===== src/rtl/tsw_pkg.sv =====
package tsw_pkg;

   typedef enum logic [1:0] {
      OP_JMP  = 2'd0,
      OP_CALL = 2'd1,
      OP_INT  = 2'd2,
      OP_RET  = 2'd3
   } tsw_op_e;

   localparam logic [3:0] GATE_TASK = 4'h5;

endpackage


===== src/rtl/tsw_table.sv =====
module tsw_table
   import tsw_pkg::*;
#(
   parameter int NUM_TASKS = 8,
   parameter int SEL_W     = 8,
   parameter bit WIDE_FORM = 1'b1,
   localparam int IDX_W    = $clog2(NUM_TASKS)
) (
   input  logic                                clk,
   input  logic                                rst_n,
   input  logic                                set_en,
   input  logic [IDX_W-1:0]                    set_idx,
   input  logic                                clr_en,
   input  logic [IDX_W-1:0]                    clr_idx,
   input  logic                                lnk_we,
   input  logic [IDX_W-1:0]                    lnk_idx,
   input  logic [SEL_W-1:0]                    lnk_val,
   input  logic                                snt_we,
   input  logic [IDX_W-1:0]                    snt_idx,
   input  logic                                snt_val,
   output logic [NUM_TASKS-1:0]                busy_o,
   output logic [NUM_TASKS-1:0][SEL_W-1:0]     link_o,
   output logic [NUM_TASKS-1:0]                snt_o,
   output logic [NUM_TASKS-1:0][3:0]           type_o
);

   for (genvar g = 0; g < NUM_TASKS; g++) begin : g_ent
      logic             busy_r;
      logic [SEL_W-1:0] link_r;
      logic             snt_r;

      always_ff @(posedge clk) begin
         if (!rst_n) begin
            busy_r <= (g == 0);
            link_r <= '0;
            snt_r  <= 1'b0;
         end else begin
            if (set_en && set_idx == IDX_W'(g))
               busy_r <= 1'b1;
            else if (clr_en && clr_idx == IDX_W'(g))
               busy_r <= 1'b0;
            if (lnk_we && lnk_idx == IDX_W'(g))
               link_r <= lnk_val;
            if (snt_we && snt_idx == IDX_W'(g))
               snt_r <= snt_val;
         end
      end

      assign busy_o[g] = busy_r;
      assign link_o[g] = link_r;
      assign snt_o[g]  = snt_r;

      if (WIDE_FORM) begin : g_wide
         assign type_o[g] = {1'b1, 1'b0, busy_r, 1'b1};
      end else begin : g_narrow
         assign type_o[g] = {1'b0, 1'b0, busy_r, 1'b1};
      end
   end

   // one request never sets and clears the same entry
   a_r7_set_clr_distinct: assert property (@(posedge clk) disable iff (!rst_n)
      (set_en && clr_en) |-> (set_idx != clr_idx));

   // at least one task is always active
   a_r1_some_busy: assert property (@(posedge clk) disable iff (!rst_n)
      $countones(busy_o) >= 1);

endmodule


===== src/rtl/tsw_decide.sv =====
module tsw_decide
   import tsw_pkg::*;
#(
   parameter int NUM_TASKS = 8,
   parameter int SEL_W     = 8,
   localparam int IDX_W    = $clog2(NUM_TASKS)
) (
   input  tsw_op_e                             op,
   input  logic [SEL_W-1:0]                    req_sel,
   input  logic [3:0]                          gate,
   input  logic [SEL_W-1:0]                    cur_sel,
   input  logic                                nt,
   input  logic [NUM_TASKS-1:0]                busy_i,
   input  logic [NUM_TASKS-1:0][SEL_W-1:0]     link_i,
   input  logic [NUM_TASKS-1:0]                snt_i,
   output logic                                go,
   output logic                                flt,
   output logic [SEL_W-1:0]                    nxt_sel,
   output logic                                nxt_nt,
   output logic                                set_en,
   output logic [IDX_W-1:0]                    set_idx,
   output logic                                clr_en,
   output logic [IDX_W-1:0]                    clr_idx,
   output logic                                lnk_we,
   output logic [IDX_W-1:0]                    lnk_idx,
   output logic [SEL_W-1:0]                    lnk_val,
   output logic                                snt_we,
   output logic [IDX_W-1:0]                    snt_idx,
   output logic                                snt_val
);

   localparam logic [SEL_W-1:0] SEL_LIM = SEL_W'(NUM_TASKS);

   logic             tgt_in, ret_in, is_call, gate_bad;
   logic [IDX_W-1:0] tgt_idx, cur_idx, ret_idx;
   logic [SEL_W-1:0] ret_sel;

   assign tgt_in   = req_sel < SEL_LIM;
   assign tgt_idx  = req_sel[IDX_W-1:0];
   assign cur_idx  = cur_sel[IDX_W-1:0];
   assign ret_sel  = link_i[cur_idx];
   assign ret_in   = ret_sel < SEL_LIM;
   assign ret_idx  = ret_sel[IDX_W-1:0];
   assign is_call  = (op != OP_JMP);
   assign gate_bad = (op == OP_INT) && (gate != GATE_TASK);

   always_comb begin
      go      = 1'b0;
      flt     = 1'b0;
      nxt_sel = cur_sel;
      nxt_nt  = nt;
      set_en  = 1'b0;
      set_idx = tgt_idx;
      clr_en  = 1'b0;
      clr_idx = cur_idx;
      lnk_we  = 1'b0;
      lnk_idx = tgt_idx;
      lnk_val = cur_sel;
      snt_we  = 1'b0;
      snt_idx = cur_idx;
      snt_val = nt;
      if (op == OP_RET) begin
         if (nt) begin
            if (!ret_in || !busy_i[ret_idx]) begin
               flt = 1'b1;
            end else begin
               go      = 1'b1;
               nxt_sel = ret_sel;
               nxt_nt  = snt_i[ret_idx];
               clr_en  = 1'b1;
               snt_we  = 1'b1;
               snt_val = 1'b0;
            end
         end
      end else begin
         if (!tgt_in || gate_bad || busy_i[tgt_idx]) begin
            flt = 1'b1;
         end else begin
            go      = 1'b1;
            nxt_sel = req_sel;
            nxt_nt  = is_call;
            set_en  = 1'b1;
            clr_en  = !is_call;
            lnk_we  = is_call;
            snt_we  = 1'b1;
         end
      end
   end

endmodule


===== src/rtl/taskswitch_ctrl.sv =====
module taskswitch_ctrl
   import tsw_pkg::*;
#(
   parameter int NUM_TASKS = 8,
   parameter int SEL_W     = 8,
   parameter bit WIDE_FORM = 1'b1
) (
   input  logic                          clk,
   input  logic                          rst_n,
   input  logic                          req_valid,
   input  logic [1:0]                    req_op,
   input  logic [SEL_W-1:0]              req_sel,
   input  logic [3:0]                    req_gate,
   output logic                          done,
   output logic                          fault,
   output logic [SEL_W-1:0]              cur_sel,
   output logic                          nt_flag,
   input  logic [$clog2(NUM_TASKS)-1:0]  rd_idx,
   output logic [3:0]                    rd_type,
   output logic [SEL_W-1:0]              rd_link,
   output logic                          rd_nt
);

   localparam int IDX_W = $clog2(NUM_TASKS);
   localparam logic [SEL_W-1:0] SEL_LIM = SEL_W'(NUM_TASKS);

   if (NUM_TASKS < 2 || (1 << IDX_W) != NUM_TASKS) begin : g_chk_n
      $error("NUM_TASKS must be a power of two, at least 2");
   end
   if (SEL_W <= IDX_W) begin : g_chk_w
      $error("SEL_W must be wider than the table index");
   end

   tsw_op_e op;
   assign op = tsw_op_e'(req_op);

   logic [NUM_TASKS-1:0]            busy_v, snt_v;
   logic [NUM_TASKS-1:0][SEL_W-1:0] link_v;
   logic [NUM_TASKS-1:0][3:0]       type_v;

   logic             go, flt, nxt_nt;
   logic [SEL_W-1:0] nxt_sel, lnk_val;
   logic             set_en, clr_en, lnk_we, snt_we, snt_val;
   logic [IDX_W-1:0] set_idx, clr_idx, lnk_idx, snt_idx;
   logic             commit;

   tsw_decide #(.NUM_TASKS(NUM_TASKS), .SEL_W(SEL_W)) u_decide (
      .op(op), .req_sel(req_sel), .gate(req_gate),
      .cur_sel(cur_sel), .nt(nt_flag),
      .busy_i(busy_v), .link_i(link_v), .snt_i(snt_v),
      .go(go), .flt(flt), .nxt_sel(nxt_sel), .nxt_nt(nxt_nt),
      .set_en(set_en), .set_idx(set_idx), .clr_en(clr_en), .clr_idx(clr_idx),
      .lnk_we(lnk_we), .lnk_idx(lnk_idx), .lnk_val(lnk_val),
      .snt_we(snt_we), .snt_idx(snt_idx), .snt_val(snt_val)
   );

   assign commit = req_valid && go;

   tsw_table #(.NUM_TASKS(NUM_TASKS), .SEL_W(SEL_W), .WIDE_FORM(WIDE_FORM)) u_table (
      .clk(clk), .rst_n(rst_n),
      .set_en(commit && set_en), .set_idx(set_idx),
      .clr_en(commit && clr_en), .clr_idx(clr_idx),
      .lnk_we(commit && lnk_we), .lnk_idx(lnk_idx), .lnk_val(lnk_val),
      .snt_we(commit && snt_we), .snt_idx(snt_idx), .snt_val(snt_val),
      .busy_o(busy_v), .link_o(link_v), .snt_o(snt_v), .type_o(type_v)
   );

   always_ff @(posedge clk) begin
      if (!rst_n) begin
         cur_sel <= '0;
         nt_flag <= 1'b0;
         done    <= 1'b0;
         fault   <= 1'b0;
      end else begin
         done  <= req_valid;
         fault <= req_valid && flt;
         if (commit) begin
            cur_sel <= nxt_sel;
            nt_flag <= nxt_nt;
         end
      end
   end

   assign rd_type = type_v[rd_idx];
   assign rd_link = link_v[rd_idx];
   assign rd_nt   = snt_v[rd_idx];

   a_r3_fault_with_done: assert property (@(posedge clk) disable iff (!rst_n)
      fault |-> done);

   a_r1_current_busy: assert property (@(posedge clk) disable iff (!rst_n)
      busy_v[cur_sel[IDX_W-1:0]]);

   a_r5_call_sets_nt: assert property (@(posedge clk) disable iff (!rst_n)
      (req_valid && op == OP_CALL) |=> (fault || nt_flag));

   a_r4_jump_clears_nt: assert property (@(posedge clk) disable iff (!rst_n)
      (req_valid && op == OP_JMP) |=> (fault || !nt_flag));

   a_r8_refused_keeps_task: assert property (@(posedge clk) disable iff (!rst_n)
      fault |-> ($stable(cur_sel) && $stable(nt_flag)));

   a_r10_idle_return: assert property (@(posedge clk) disable iff (!rst_n)
      (req_valid && op == OP_RET && !nt_flag) |=> (!fault && $stable(cur_sel)));

   a_r11_range_fault: assert property (@(posedge clk) disable iff (!rst_n)
      (req_valid && op != OP_RET && req_sel >= SEL_LIM) |=> fault);

endmodule


===== config.mk =====
export PLATFORM = sky130hd
export DESIGN_NAME = taskswitch_ctrl
export DESIGN_NICKNAME = d
export VERILOG_FILES = /design/src/rtl/tsw_pkg.sv /design/src/rtl/tsw_table.sv /design/src/rtl/tsw_decide.sv /design/src/rtl/taskswitch_ctrl.sv
export SDC_FILE = /design/constraint.sdc
export NUM_CORES = 1
export LEC_CHECK = 0
export ABC_AREA = 1
export BUFFER_PORTS_ARGS = -buffer_cell sky130_fd_sc_hd__buf_2
export CORE_MARGIN = 4
export CORE_UTILIZATION = 40
export CTS_BUF_LIST = sky130_fd_sc_hd__clkbuf_16
export DETAILED_ROUTE_END_ITERATION = 12
export PLACE_DENSITY = 0.63
export REMOVE_ABC_BUFFERS = 1
export SYNTH_ARGS = -nofsm -noshare
export SYNTH_HDL_FRONTEND = slang
export SYNTH_SLANG_ARGS = --single-unit

===== constraint.sdc =====
create_clock -name clk -period 4.95 [get_ports clk]
set_input_delay 0.495 -clock clk [delete_from_list [all_inputs] [get_ports clk]]
set_output_delay 0.495 -clock clk [all_outputs]
set_load 0.01 [all_outputs]

Yosys cells after proc, flatten, opt, wreduce, memory -nomap -nowiden
Cells that the tools add are included.
{"block": "op_classes", "n_mux": 50, "order_cmp": 6, "bitwise_logic": 1, "n_eq_ne": 20, "n_reduce_logical": 59}
{"operator": "8-bit binary-select mux with 3-bit select", "count": 2}
{"operator": "8-bit two-way mux", "count": 6}
{"operator": "1-bit logical AND", "count": 39}
{"operator": "1-bit two-way mux", "count": 36}
{"operator": "3-bit equality test (second input constant)", "count": 8}
{"operator": "3-bit by 4-bit < comparator with 1-bit output (second input constant)", "count": 4}
{"operator": "8-bit by 4-bit < comparator with 1-bit output (second input constant)", "count": 2}
{"operator": "2-bit nonzero test", "count": 8}
{"operator": "1-bit binary-select mux with 3-bit select", "count": 4}
{"operator": "4-bit binary-select mux with 3-bit select", "count": 1}
{"operator": "3-bit by 2-bit equality test with 1-bit output (second input constant)", "count": 4}
{"operator": "3-bit by 1-bit equality test with 1-bit output (second input constant)", "count": 2}
{"operator": "3-bit zero test", "count": 2}
{"operator": "2-bit equality test (second input constant)", "count": 2}
{"operator": "1-bit zero test", "count": 4}
{"operator": "4-bit two-way mux", "count": 1}
{"operator": "2-bit != test (second input constant)", "count": 2}
{"operator": "4-bit by 3-bit != test with 1-bit output (second input constant)", "count": 1}
{"operator": "4-bit AND reduction", "count": 1}
{"operator": "1-bit logical OR", "count": 3}
{"operator": "2-bit by 1-bit != test with 1-bit output (second input constant)", "count": 1}
{"operator": "2-bit AND reduction", "count": 1}
{"operator": "2-bit OR reduction", "count": 1}
{"operator": "1-bit inverter", "count": 1}
{"block": "totals", "elab_cells": 164, "output_inout_bits": 24, "register_bits": 91, "inputBits": 20}

Logic depth before layout (Yosys ltp)
Gate-level depths: netlist of run 1.
{"block": "logic_depth", "word_depth": 14, "mapped_depth": 19, "depth_no_buf": 16}

Modules after synthesis
From an unflattened synthesis of run 1, not the netlist that was laid out.
{"block": "hier_totals", "cells_unflattened": 1191, "hier_area_um2": 6826.5}
{"module": "tsw_table", "area_each_um2": 3606.0, "instances": 1, "cells_per_inst": 517, "seq_area_each_um2": 1601.5}
{"module": "taskswitch_ctrl", "area_each_um2": 1826.8, "instances": 1, "cells_per_inst": 399, "seq_area_each_um2": 220.2}
{"module": "tsw_decide", "area_each_um2": 1393.8, "instances": 1, "cells_per_inst": 275, "seq_area_each_um2": 0.0}

Least setup slack after synthesis of run 1
No wires, ideal clock.
{"block": "synth_path", "path_type": "input port to flip-flop", "start": "input req_sel[0]", "end": "register u_table.g_ent[1].link_r[3]", "path_stages": 11, "t_required_ns": 4.828, "t_arrival_ns": 1.919, "slack_ns": 2.910, "setup_ns": 0.122, "path_buffers": 1, "path_cell_list": "nand2_2 > inv_1 > nand2_1 > nand4_1 > a21oi_1 > nand2_1 > nor3_4 > buf_2 > nand4_2 > o21ai_0 > a21oi_1"}
{"block": "synth_between", "elab_chain_len": 9, "elab_cells_between_ends": 14, "cone_classes": "1 x order compare; 1 x eq/ne; 6 x mux; 6 x reduce/logical"}
{"element": "from (decl)", "line": "taskswitch_ctrl.sv:12", "source": "input logic [SEL_W-1:0] req_sel,"}
{"element": "8-bit by 4-bit < comparator with 1-bit output", "line": "tsw_decide.sv:38", "source": "assign tgt_in = req_sel < SEL_LIM;"}
{"element": "1-bit zero test", "line": "tsw_decide.sv:76", "source": "if (!tgt_in || gate_bad || busy_i[tgt_idx]) begin"}
{"element": "1-bit logical OR (2 in series)", "line": "tsw_decide.sv:76"}
{"element": "1-bit two-way mux", "line": "tsw_decide.sv:76"}
{"element": "1-bit two-way mux", "line": "tsw_decide.sv:62", "source": "if (op == OP_RET) begin"}
{"element": "1-bit logical AND", "line": "taskswitch_ctrl.sv:57", "source": "assign commit = req_valid && go;"}
{"element": "1-bit logical AND", "line": "taskswitch_ctrl.sv:63", "source": ".lnk_we(commit && lnk_we), .lnk_idx(lnk_idx), .lnk_val(lnk_val),"}
{"element": "1-bit logical AND *", "line": "tsw_table.sv:42", "source": "if (lnk_we && lnk_idx == IDX_W'(g))"}
{"element": "to (signal assigned)", "line": "tsw_table.sv:43", "source": "link_r <= lnk_val;"}
{"element": "to (decl)", "line": "tsw_table.sv:29", "source": "logic [SEL_W-1:0] link_r;"}
Mark *: on every way between the ends. The rest lies on a longest branch, timed or not. The select of a mux whose other input is x is not followed.
A chain may end at the register's enable or synchronous reset.

Final worst setup path of run 1
{"block": "layout_path", "start": "register cur_sel[1]", "end": "register u_table.g_ent[1].snt_r"}
{"block": "layout_between", "elab_chain_len": 12, "elab_cells_between_ends": 18, "cone_classes": "1 x order compare; 1 x eq/ne; 10 x mux; 6 x reduce/logical"}
{"element": "from (decl)", "line": "taskswitch_ctrl.sv:16", "source": "output logic [SEL_W-1:0] cur_sel,"}
{"element": "from (signal assigned)", "line": "taskswitch_ctrl.sv:78", "source": "cur_sel <= nxt_sel;"}
{"element": "branches (longest 12 deep; another with 8-bit by 4-bit < comparator with 1-bit output)"}
{"element": "to (signal assigned)", "line": "tsw_table.sv:45", "source": "snt_r <= snt_val;"}
{"element": "to (decl)", "line": "tsw_table.sv:30", "source": "logic snt_r;"}
Parallel ways; which one is timed is not known. The select of a mux whose other input is x is not followed.

==> results of run 1 <==
[layout by cell type, fill, tap and decap left out, drive strengths merged]
cell / Yosys / routed
a31oi: 10 / 10
conb: 2 / 3
or2: 2 / 2
a221oi: 1 / 1
nor2: 131 / 131
and2: 1 / 1
buf: 16 / 43
clkinvlp: 0 / 2
o21a: 1 / 1
nor3: 15 / 15
a211oi: 6 / 6
nand3: 53 / 53
inv: 59 / 61
clkbuf: 25 / 9
o211ai: 4 / 4
a22oi: 12 / 12
clkinv: 3 / 6
o22ai: 8 / 8
dfxtp: 91 / 91
o21ai: 115 / 115
nand4: 9 / 9
a21oi: 84 / 84
nand2: 87 / 87
nand3b: 1 / 1
[per-stage QoR]
step	total power [mW]	worst slack (ns)	hold slack [ns]	cells
after CTS	1.52	2.00	0.427	923
after global placement	0.880	2.02	0.451	907
final	1.51	1.94	0.436	923
after detailed placement	0.882	1.99	0.463	907
after global routing	1.57	1.72	0.452	923
after floorplan	0.824	2.71	0.438	696
[routing by layer]
layer	part of all wire, %	GRT usage, %
met1	45	29.8
met2	45	34.6
met3	7.6	5.47
met4	2.1	6.16
met5	0	0
[power breakdown]
group / internal (mW) / switching (mW)
Sequential: 0.734 / 0.00154
Combinational: 0.0381 / 0.0938
Clock: 0.339 / 0.301
Total: 1.11 / 0.396
[final cells by class]
| class | instances | area [µm²] | area share (%) |
|---|---|---|---|
| Multi-Input combinational cell | 543 | 2710 | 49.5 |
| Sequential cell | 91 | 1820 | 33.3 |
| Inverter | 62 | 235 | 4.30 |
| Clock buffer | 9 | 225 | 4.12 |
| Timing Repair Buffer | 43 | 223 | 4.07 |
| Tap cell | 168 | 210 | 3.84 |
| Clock inverter | 7 | 45.0 | 0.824 |
[flip-flops by register name (all words and copies together), names as in the netlist]
register	flops
u_table.g_ent.link_r	64
cur_sel	8
nt_flag	1
u_table.g_ent.busy_r	8
u_table.g_ent.snt_r	8
done	1
fault	1
[critical path: cells and delay by family, from the launching register on]
family	cells	cell delay (ns)
AND/OR/NAND/NOR	11	1.72
flip-flops	1	0.62
AO/OA/AOI/OAI	2	0.39
buffers and inverters	1	0.22
[logic make-up (layout without fill, tap and decap cells)]
logic type             after synthesis  after routing  share of synthesized area, %
and+or+nand+nor                    299            299                          27.9
other                                2              3                         0.150
AOI/OAI and AO/OA                  241            241                          26.1
DFF                                 91             91                          36.5
buffers and inverters              103            121                          9.35
[worst min path at each step]
stage                               start                         end  slack, ns  depth (start not counted)
6_report                        req_valid                        done       0.44                          3
2_1_floorplan  u_table.g_ent[1].link_r[4]  u_table.g_ent[1].link_r[4]       0.44                          2
5_1_grt                         req_valid                        done       0.45                          3
4_1_cts                         req_valid                        done       0.43                          3
3_5_place_dp   u_table.g_ent[1].link_r[4]  u_table.g_ent[1].link_r[4]       0.46                          2
3_3_place_gp   u_table.g_ent[1].link_r[4]  u_table.g_ent[1].link_r[4]       0.45                          2
==> impl_metrics.py, run 1 <==
metrics = {
    "run_status": {
        "status": "complete, no violations",
    },
    "floorplanning": {
        "core_um2": 12100,
        "die_w_um": 120,
        "fp.dieH_um": 120,
        "rows": 40,
        "dieArea_um2": 14300,
        "io_pins": 44,
        "initial_utilization_pct": 41.2,
    },
    "critical_path": {
        "slowest_delay_ns": 0.62,
        "critPathKind": "reg2reg",
        "setup.worst_path.end_class": "register",
        "critPathCapture": "u_table.g_ent[1].snt_r",
        "cp_cell_sequence": "inv_2 -> nand2_1 -> nor2_1 -> a21oi_1 -> nand3_1 -> nand2_1 -> nand3_1 -> nor2_1 -> nand3_2 -> nand2_2 -> nand2_4 -> o21ai_0 -> nand2_1 -> nor2_1",
        "crit_arrival_ns": 3.29,
        "startpoint_type": "register",
        "required_ns": 5.23,
        "cp_slowest_cell": "dfxtp_1",
        "r2r_slack_ns": 1.94,
        "reg2reg_from": "cur_sel[1]",
        "crit_start": "cur_sel[1]",
        "r2r_end": "u_table.g_ent[1].snt_r",
        "critPathMaxFanout": 24,
        "rr_worst_depth": 14,
    },
    "timing": {
        "final_max_slew_viol_count": 0,
        "worstMarginPinSlew_ns": 0.995,
        "rsz0062_at_grt": "no",
        "period_share_pct": 60.8,
        "setup_viol": 0,
        "fin_crit_ns": 3.01,
        "slew-limit-headroom_pct": 33.3,
        "skew_ns": 0.0129,
        "timing.fmax_mhz": 332,
        "timing.setup.tns_ns": 0,
        "finalHoldViolCount": 0,
    },
    "global_route": {
        "grt_overflow": 0,
        "grt.total_usage_pct": 21.9,
        "antenna_found_initial": 0,
        "grt_max_degree": 78,
        "grt_first_pass_wirelength_um": 25000,
        "grt_pass1_vias": 4672,
    },
    "finish": {
        "nets": 770,
        "design_area_um2": 5470,
        "drive_gt1_share_pct": 12.3,
        "final_util_pct": 45.2,
        "diodes": 0,
        "n_fill_cell": 1288,
        "area.growth.synth_to_final_pct": 9.52,
    },
    "min_path": {
        "hp-class": "in2reg",
    },
    "synth": {
        "yosysTopAreaCell": "dfxtp_1",
        "avgSynthCellArea_um2": 6.78,
        "synth-edff-count": 0,
        "netlist_instances": 736,
        "synth_cell_type_count": 39,
        "synth_area_um2": 4990,
        "synth.area.top_cells": "dfxtp_1, o21ai_0, nor2_1",
        "synth.most_common_cell": "nor2_1",
        "synthFlopType": "dfxtp_1",
        "synth-seq-area-share_pct": 36.5,
        "synth_seq_cells": 91,
        "synth_common_cells": "nor2_1, o21ai_0, dfxtp_1",
        "ys_warn_count": 0,
        "async_flop_share_pct": 0,
        "netlist.area_leader.share_pct": 36.5,
    },
    "placed_design": {
        "portBuffers": 40,
        "globalplace.congestion": 0.879,
        "dpl.hpwl_um": 10300,
        "placed_cell_area_um2": 5200,
    },
    "clock_tree": {
        "clock_tree.buffer_depth": 2,
        "clock_latency_ns": 0.35,
        "cts_tree": "built",
        "clock-sinks": 91,
        "numCtsBuffers": 9,
        "cts_hold_buf": 0,
        "postCtsSetupBuffers": 0,
        "cts_root_buf": "clkbuf_16",
        "post_cts_resized": 0,
        "clk_pin_slew_ns": 0.06,
        "ctsHtreeMaxLevel": 3,
    },
    "job": {
        "drv_cap": 0,
    },
    "pwr": {
        "power_density_nw_per_um2": 275,
        "leakage_nw": 2.11,
        "ir_drop_mv": 0.209,
    },
    "route": {
        "vias": 5165,
        "drt.antenna.violating_nets": 0,
        "avgRoutedWirePerCell_um": 17.0,
        "drcViolationCount": 0,
        "drtIter0Drc": 666,
        "drt_wl_total_um": 15700,
        "drt_first_pass_iters": 5,
        "routed_via_density": 5.60,
    },
}
(Power assumes the default switching activity.)
==> run 2, diff against run 1 <==
--- a/config.mk
+++ b/config.mk
@@ -11,7 +11,7 @@
 export CORE_UTILIZATION = 40
 export CTS_BUF_LIST = sky130_fd_sc_hd__clkbuf_16
 export DETAILED_ROUTE_END_ITERATION = 12
-export PLACE_DENSITY = 0.63
+export PLACE_DENSITY = 0.65
 export REMOVE_ABC_BUFFERS = 1
 export SYNTH_ARGS = -nofsm -noshare
 export SYNTH_HDL_FRONTEND = slang
==> constraint.sdc (replaced) <==
create_clock -name clk -period 2.7 [get_ports clk]
set_input_delay 0.27 -clock clk [delete_from_list [all_inputs] [get_ports clk]]
set_output_delay 0.27 -clock clk [all_outputs]
set_load 0.01 [all_outputs]
==> run 2 against run 1 <==
Against the previous run:
- global-route usage up 0.98 points
- flip-flop and latch count unchanged
- via count up 0.95%
- core utilization up 1.5 points
- sequential share of layout area down 1.1 points
- count of clock-buffer cells in the layout unchanged
- critical path type unchanged
- largest cell class unchanged
==> impl_metrics.py, run 2 (synthesis results as in run 1) <==
metrics = {
    "clock_tree": {
        "numCtsBuffers": 9,
        "postCtsSetupBuffers": 0,
        "cts_root_buf": "clkbuf_16",
        "cts_tree": "built",
        "ctsHtreeMaxLevel": 3,
        "clk_pin_slew_ns": 0.06,
        "clock-sinks": 91,
        "clock_latency_ns": 0.36,
        "cts_hold_buf": 0,
        "clock_tree.buffer_depth": 2,
    },
    "critical_path": {
        "r2r_slack_ns": 0.27,
        "rr_worst_depth": 14,
        "crit_arrival_ns": 2.72,
        "critPathMaxFanout": 24,
        "setup.worst_path.end_class": "register",
        "startpoint_type": "register",
        "crit_start": "cur_sel[1]",
        "critPathKind": "reg2reg",
        "reg2reg_from": "cur_sel[1]",
        "r2r_end": "u_table.g_ent[6].snt_r",
        "required_ns": 2.99,
    },
    "min_path": {
        "hp-class": "in2reg",
        "worstHoldStart": "req_valid",
        "hold_end": "done",
        "min_delay_path_depth": 3,
    },
    "timing": {
        "hold_slack_ns": 0.229,
        "timing.setup.tns_ns": 0,
        "setup_viol": 0,
        "fin_crit_ns": 2.43,
        "worstMarginPinSlew_ns": 0.717,
        "skew_ns": 0.0140,
        "finalHoldViolCount": 0,
        "timing.fmax_mhz": 412,
        "rsz0062_at_grt": "no",
        "final_max_slew_viol_count": 0,
        "period_share_pct": 89.9,
        "slew-limit-headroom_pct": 52.2,
    },
    "pwr": {
        "power_density_nw_per_um2": 529,
        "total_power_mw": 2.99,
        "leakage_nw": 2.22,
        "ir_drop_mv": 0.240,
    },
    "route": {
        "drt.antenna.violating_nets": 0,
        "drtIter0Drc": 571,
        "drt_wl_total_um": 16100,
        "drcViolationCount": 0,
        "routed_via_density": 5.55,
        "avgRoutedWirePerCell_um": 17.1,
        "vias": 5214,
        "drt_first_pass_iters": 5,
    },
    "global_route": {
        "grt_max_degree": 77,
        "grt_first_pass_wirelength_um": 26100,
        "grt_overflow": 0,
        "grt.total_usage_pct": 22.9,
        "antenna_found_initial": 0,
        "grt_pass1_vias": 5081,
    },
    "finish": {
        "area.growth.synth_to_final_pct": 13.2,
        "nets": 787,
        "drive_gt1_share_pct": 14.5,
        "final_util_pct": 46.7,
        "largest_register": "u_table.g_ent.link_r",
        "diodes": 0,
        "final_cell_mix": "nor2_1, o21ai_0, dfxtp_1",
        "layout_commonest_cell": "nor2_1",
        "n_fill_cell": 1278,
        "largest_reg_flops": 64,
    },
    "floorplanning": {
        "dieArea_um2": 14300,
        "fp.dieH_um": 120,
        "core_um2": 12100,
        "rows": 40,
        "initial_utilization_pct": 41.2,
        "die_w_um": 120,
        "io_pins": 44,
    },
    "placed_design": {
        "portBuffers": 40,
        "globalplace.congestion": 0.949,
        "dpl.hpwl_um": 11100,
    },
    "run_status": {
        "status": "complete, no violations",
    },
    "job": {
        "drv_cap": 0,
    },
}
==> run 2: cell count changes in the layout (fill, tap and decap cells not counted) <==
cell        change
clkinv_2        -1
clkinvlp_4      -2
buf_4          +17
bufinv_16       +2
dfxtp_2         +1
inv_1           -1
inv_6           +1
dfxtp_1         -1
clkinv_4        +1
==> run 2: power by group <==
group / total, mW / switching, mW / internal, mW
Sequential: 1.35 / 0.00225 / 1.34
Combinational: 0.252 / 0.175 / 0.0778
Clock: 1.39 / 0.575 / 0.818
==> run 2: timing repair <==
action,in CTS,in global routing
hold endpoints to repair,0,0
setup endpoints to repair,0,11
gates resized for setup,0,1
==> run 2: layer usage <==
| layer | global-route usage (%) | share of wire (%) | up-vias |
|---|---|---|---|
| met5 | 0 | 0 | - |
| met4 | 9.16 | 3.1 | 0 |
| met3 | 5.98 | 6.6 | 41 |
| met2 | 37.5 | 47 | 208 |
| met1 | 28.7 | 43 | 2413 |
| li1 | - | - | 2552 |
==> run 2: stage by stage <==
| stage | cells | cell area, µm² | worst slack, ns |
|---|---|---|---|
| final | 940 | 5650 | 0.272 |
| after global routing | 940 | 5650 | 0.00882 |
| after CTS | 940 | 5650 | 0.260 |
| after detailed placement | 924 | 5330 | 0.108 |
| after global placement | 924 | 5330 | 0.123 |
| after floorplan | 696 | 4770 | 0.479 |
==> run 2: worst max-delay path, stage by stage, from the launching register on <==
cell     delay (ns)
dfxtp_1        0.40
buf_4          0.20
nor2_2         0.07
buf_4          0.18
a22oi_1        0.21
nand3_1        0.09
nand2_1        0.08
nand2_1        0.07
nor2_1         0.24
nand3_2        0.14
nand2_2        0.12
nand2_4        0.18
o21ai_0        0.20
nand2_1        0.08
nor2_1         0.11
==> run 2: worst max path at each step <==
stage,to,slack (ns),cells past startpoint
5_1_grt,u_table.g_ent[3].snt_r,0.009,14
4_1_cts,u_table.g_ent[6].snt_r,0.26,14
3_5_place_dp,u_table.g_ent[4].link_r[7],0.11,12
2_1_floorplan,u_table.g_ent[3].snt_r,0.48,13
6_report,u_table.g_ent[6].snt_r,0.27,14
3_3_place_gp,u_table.g_ent[4].link_r[6],0.12,12
==> run 2: final cells by class <==
class | count | area (µm²) | area share (%)
multi-input combinational | 543 | 2710 | 47.9
inverter | 62 | 235 | 4.16
tap | 168 | 210 | 3.72
clock inverter | 7 | 98.8 | 1.75
sequential | 91 | 1820 | 32.3
clock buffer | 9 | 225 | 3.98
timing repair buffer | 60 | 350 | 6.20
==> run 3, diff against run 2 <==
==> constraint.sdc (replaced) <==
create_clock -name clk -period 2.1 [get_ports clk]
set_input_delay 0.21 -clock clk [delete_from_list [all_inputs] [get_ports clk]]
set_output_delay 0.21 -clock clk [all_outputs]
set_load 0.01 [all_outputs]
==> run 3 against run 2 <==
Against the previous run:
- the run now ends with setup timing left
- highest routed layer unchanged
- count of clock-buffer cells in the layout did not move
- flip-flop and latch count did not move
- final area rose by 16%
- clock skew fell by 0.0041 ns
- global-route usage rose by 0.65 points
- via count rose by 7.6%
- combinational power rose by 62%
- routed wire length rose by 7.6%
==> impl_metrics.py, run 3 (synthesis results as in run 1) <==
metrics = {
    "run_status": {
        "status": "complete, but fails checks",
        "violations": "setup timing",
    },
    "floorplanning": {
        "die_w_um": 120,
        "initial_utilization_pct": 41.2,
        "rows": 40,
        "fp.dieH_um": 120,
        "dieArea_um2": 14300,
        "core_um2": 12100,
        "io_pins": 44,
    },
    "global_route": {
        "grt_pass1_vias": 5259,
        "grt_first_pass_wirelength_um": 26800,
        "grt_overflow": 0,
        "antenna_found_initial": 0,
        "grt.total_usage_pct": 23.6,
        "grt_max_degree": 77,
    },
    "critical_path": {
        "crit_arrival_ns": 2.36,
        "critPathMaxFanout": 8,
        "setup.worst_path.end_class": "register",
        "required_ns": 2.34,
        "critPathKind": "reg2reg",
        "startpoint_type": "register",
    },
    "job": {
        "drv_cap": 0,
    },
    "pwr": {
        "ir_drop_mv": 0.377,
        "clkPwrFrac_pct": 42.0,
        "total_power_mw": 3.68,
        "pwr-share-seq_pct": 47.0,
        "p_sw_share_pct": 27.0,
        "leakage_nw": 2.61,
        "power_density_nw_per_um2": 563,
        "internal_power_mw": 2.69,
        "power_frac_comb_pct": 11.1,
        "net-switching-power_mw": 0.997,
    },
    "clock_tree": {
        "cts_hold_buf": 0,
        "ctsHtreeMaxLevel": 3,
        "clock-sinks": 91,
        "clk_pin_slew_ns": 0.07,
        "cts_tree": "built",
        "clock_latency_ns": 0.35,
        "clock_tree.buffer_depth": 2,
        "numCtsBuffers": 9,
        "cts_root_buf": "clkbuf_16",
    },
    "timing": {
        "fin_ws_ns": -0.0209,
        "setup_viol": 2,
        "finalHoldViolCount": 0,
        "slew-limit-headroom_pct": 55.8,
        "timing.fmax_mhz": 472,
        "skew_ns": 0.00988,
        "fin_crit_ns": 2.12,
        "worstMarginPinSlew_ns": 0.662,
        "period_share_pct": 101,
        "timing.setup.tns_ns": -0.0287,
        "rsz0062_at_grt": "yes",
        "final_max_slew_viol_count": 0,
    },
    "route": {
        "drtIter0Drc": 596,
        "drcViolationCount": 0,
        "routed_via_density": 5.61,
        "drt_wl_total_um": 17300,
        "avgRoutedWirePerCell_um": 17.3,
        "drt_first_pass_iters": 6,
        "drt.antenna.violating_nets": 0,
        "vias": 5609,
    },
    "placed_design": {
        "placed_cell_area_um2": 5740,
        "portBuffers": 40,
        "globalplace.congestion": 0.907,
        "dpl.hpwl_um": 11400,
    },
    "min_path": {
        "hp-class": "in2reg",
    },
    "finish": {
        "design_area_um2": 6540,
        "largest_reg_flops": 64,
        "largest_register": "u_table.g_ent.link_r",
        "diodes": 0,
        "drive_gt1_share_pct": 27.3,
        "final_cell_mix": "nor2_1, o21ai_0, dfxtp_1",
        "area.growth.synth_to_final_pct": 31.0,
        "nets": 847,
        "layout_commonest_cell": "nor2_1",
    },
}
==> run 3: what timing repair did <==
| item | 4_1_cts | 5_1_grt |
|---|---|---|
| pin swaps | 4 | 26 |
| cloned | 2 | 0 |
| buffers inserted | 1 | 13 |
| endpoints found under the setup margin | 25 | 26 |
| resized for setup | 33 | 66 |
==> run 3: final timing paths <==
check | start | to | slack (ns) | cells past startpoint
setup / recovery | cur_sel[1] | nt_flag | -0.02 | 15
hold / removal | req_valid | done | 0.15 | 3
setup reg to reg | cur_sel[1] | nt_flag | -0.02 | 15
hold reg to reg | u_table.g_ent[7].link_r[1] | u_table.g_ent[7].link_r[1] | 0.48 | 2
==> run 3: through the flow <==
| step | hold WS [ns] | setup slack (ns) | cells | util, % |
|---|---|---|---|---|
| after floorplan | 0.294 | -0.121 | 696 | - |
| after detailed placement | 0.461 | -0.205 | 968 | 47.4 |
| after CTS | 0.144 | 0.00235 | 987 | 51.1 |
| after global routing | 0.175 | -0.120 | 1000 | 54.0 |
| after global placement | 0.448 | -0.108 | 968 | 47.4 |
| final | 0.155 | -0.0209 | 1000 | 54.0 |
==> run 3: metal layers <==
layer	wire length, µm	GRT usage [%]	up-vias
met4	442	8.30	0
met1	7320	29.9	2622
met2	8310	39.6	262
met5	0	0	-
met3	1220	5.09	40
li1	-	-	2685
==> run 3: power groups by stage <==
stage,sequential [mW],clock [mW],combinational [mW]
after global routing,1.73,1.64,0.439
after CTS,1.73,1.56,0.376
final,1.73,1.55,0.407
after floorplan,1.77,0,0.168
after detailed placement,1.77,0,0.354
after global placement,1.77,0,0.349
==> run 3: area by class of cell <==
cell class	instances	area, µm²
fillers	1131	5570
flip-flops and latches	91	1830
multi-input cells	545	3060
clock inverters	7	52.6
well taps	168	210
repair buffers	118	922
inverters	62	240
clock buffers	9	225
==> run 3: worst max-delay path, cell delays in order, from the launching register on <==
cell and delay, ns:
dfxtp_4 0.39, inv_2 0.06, buf_8 0.14, nand2_8 0.09, buf_6 0.10, o22ai_1 0.05
or2_1 0.21, nand2_1 0.07, nand2_2 0.10, inv_2 0.10, buf_4 0.11, nand3_2 0.05
and2_4 0.14, o21a_1 0.19, o21ai_2 0.15, inv_1 0.05
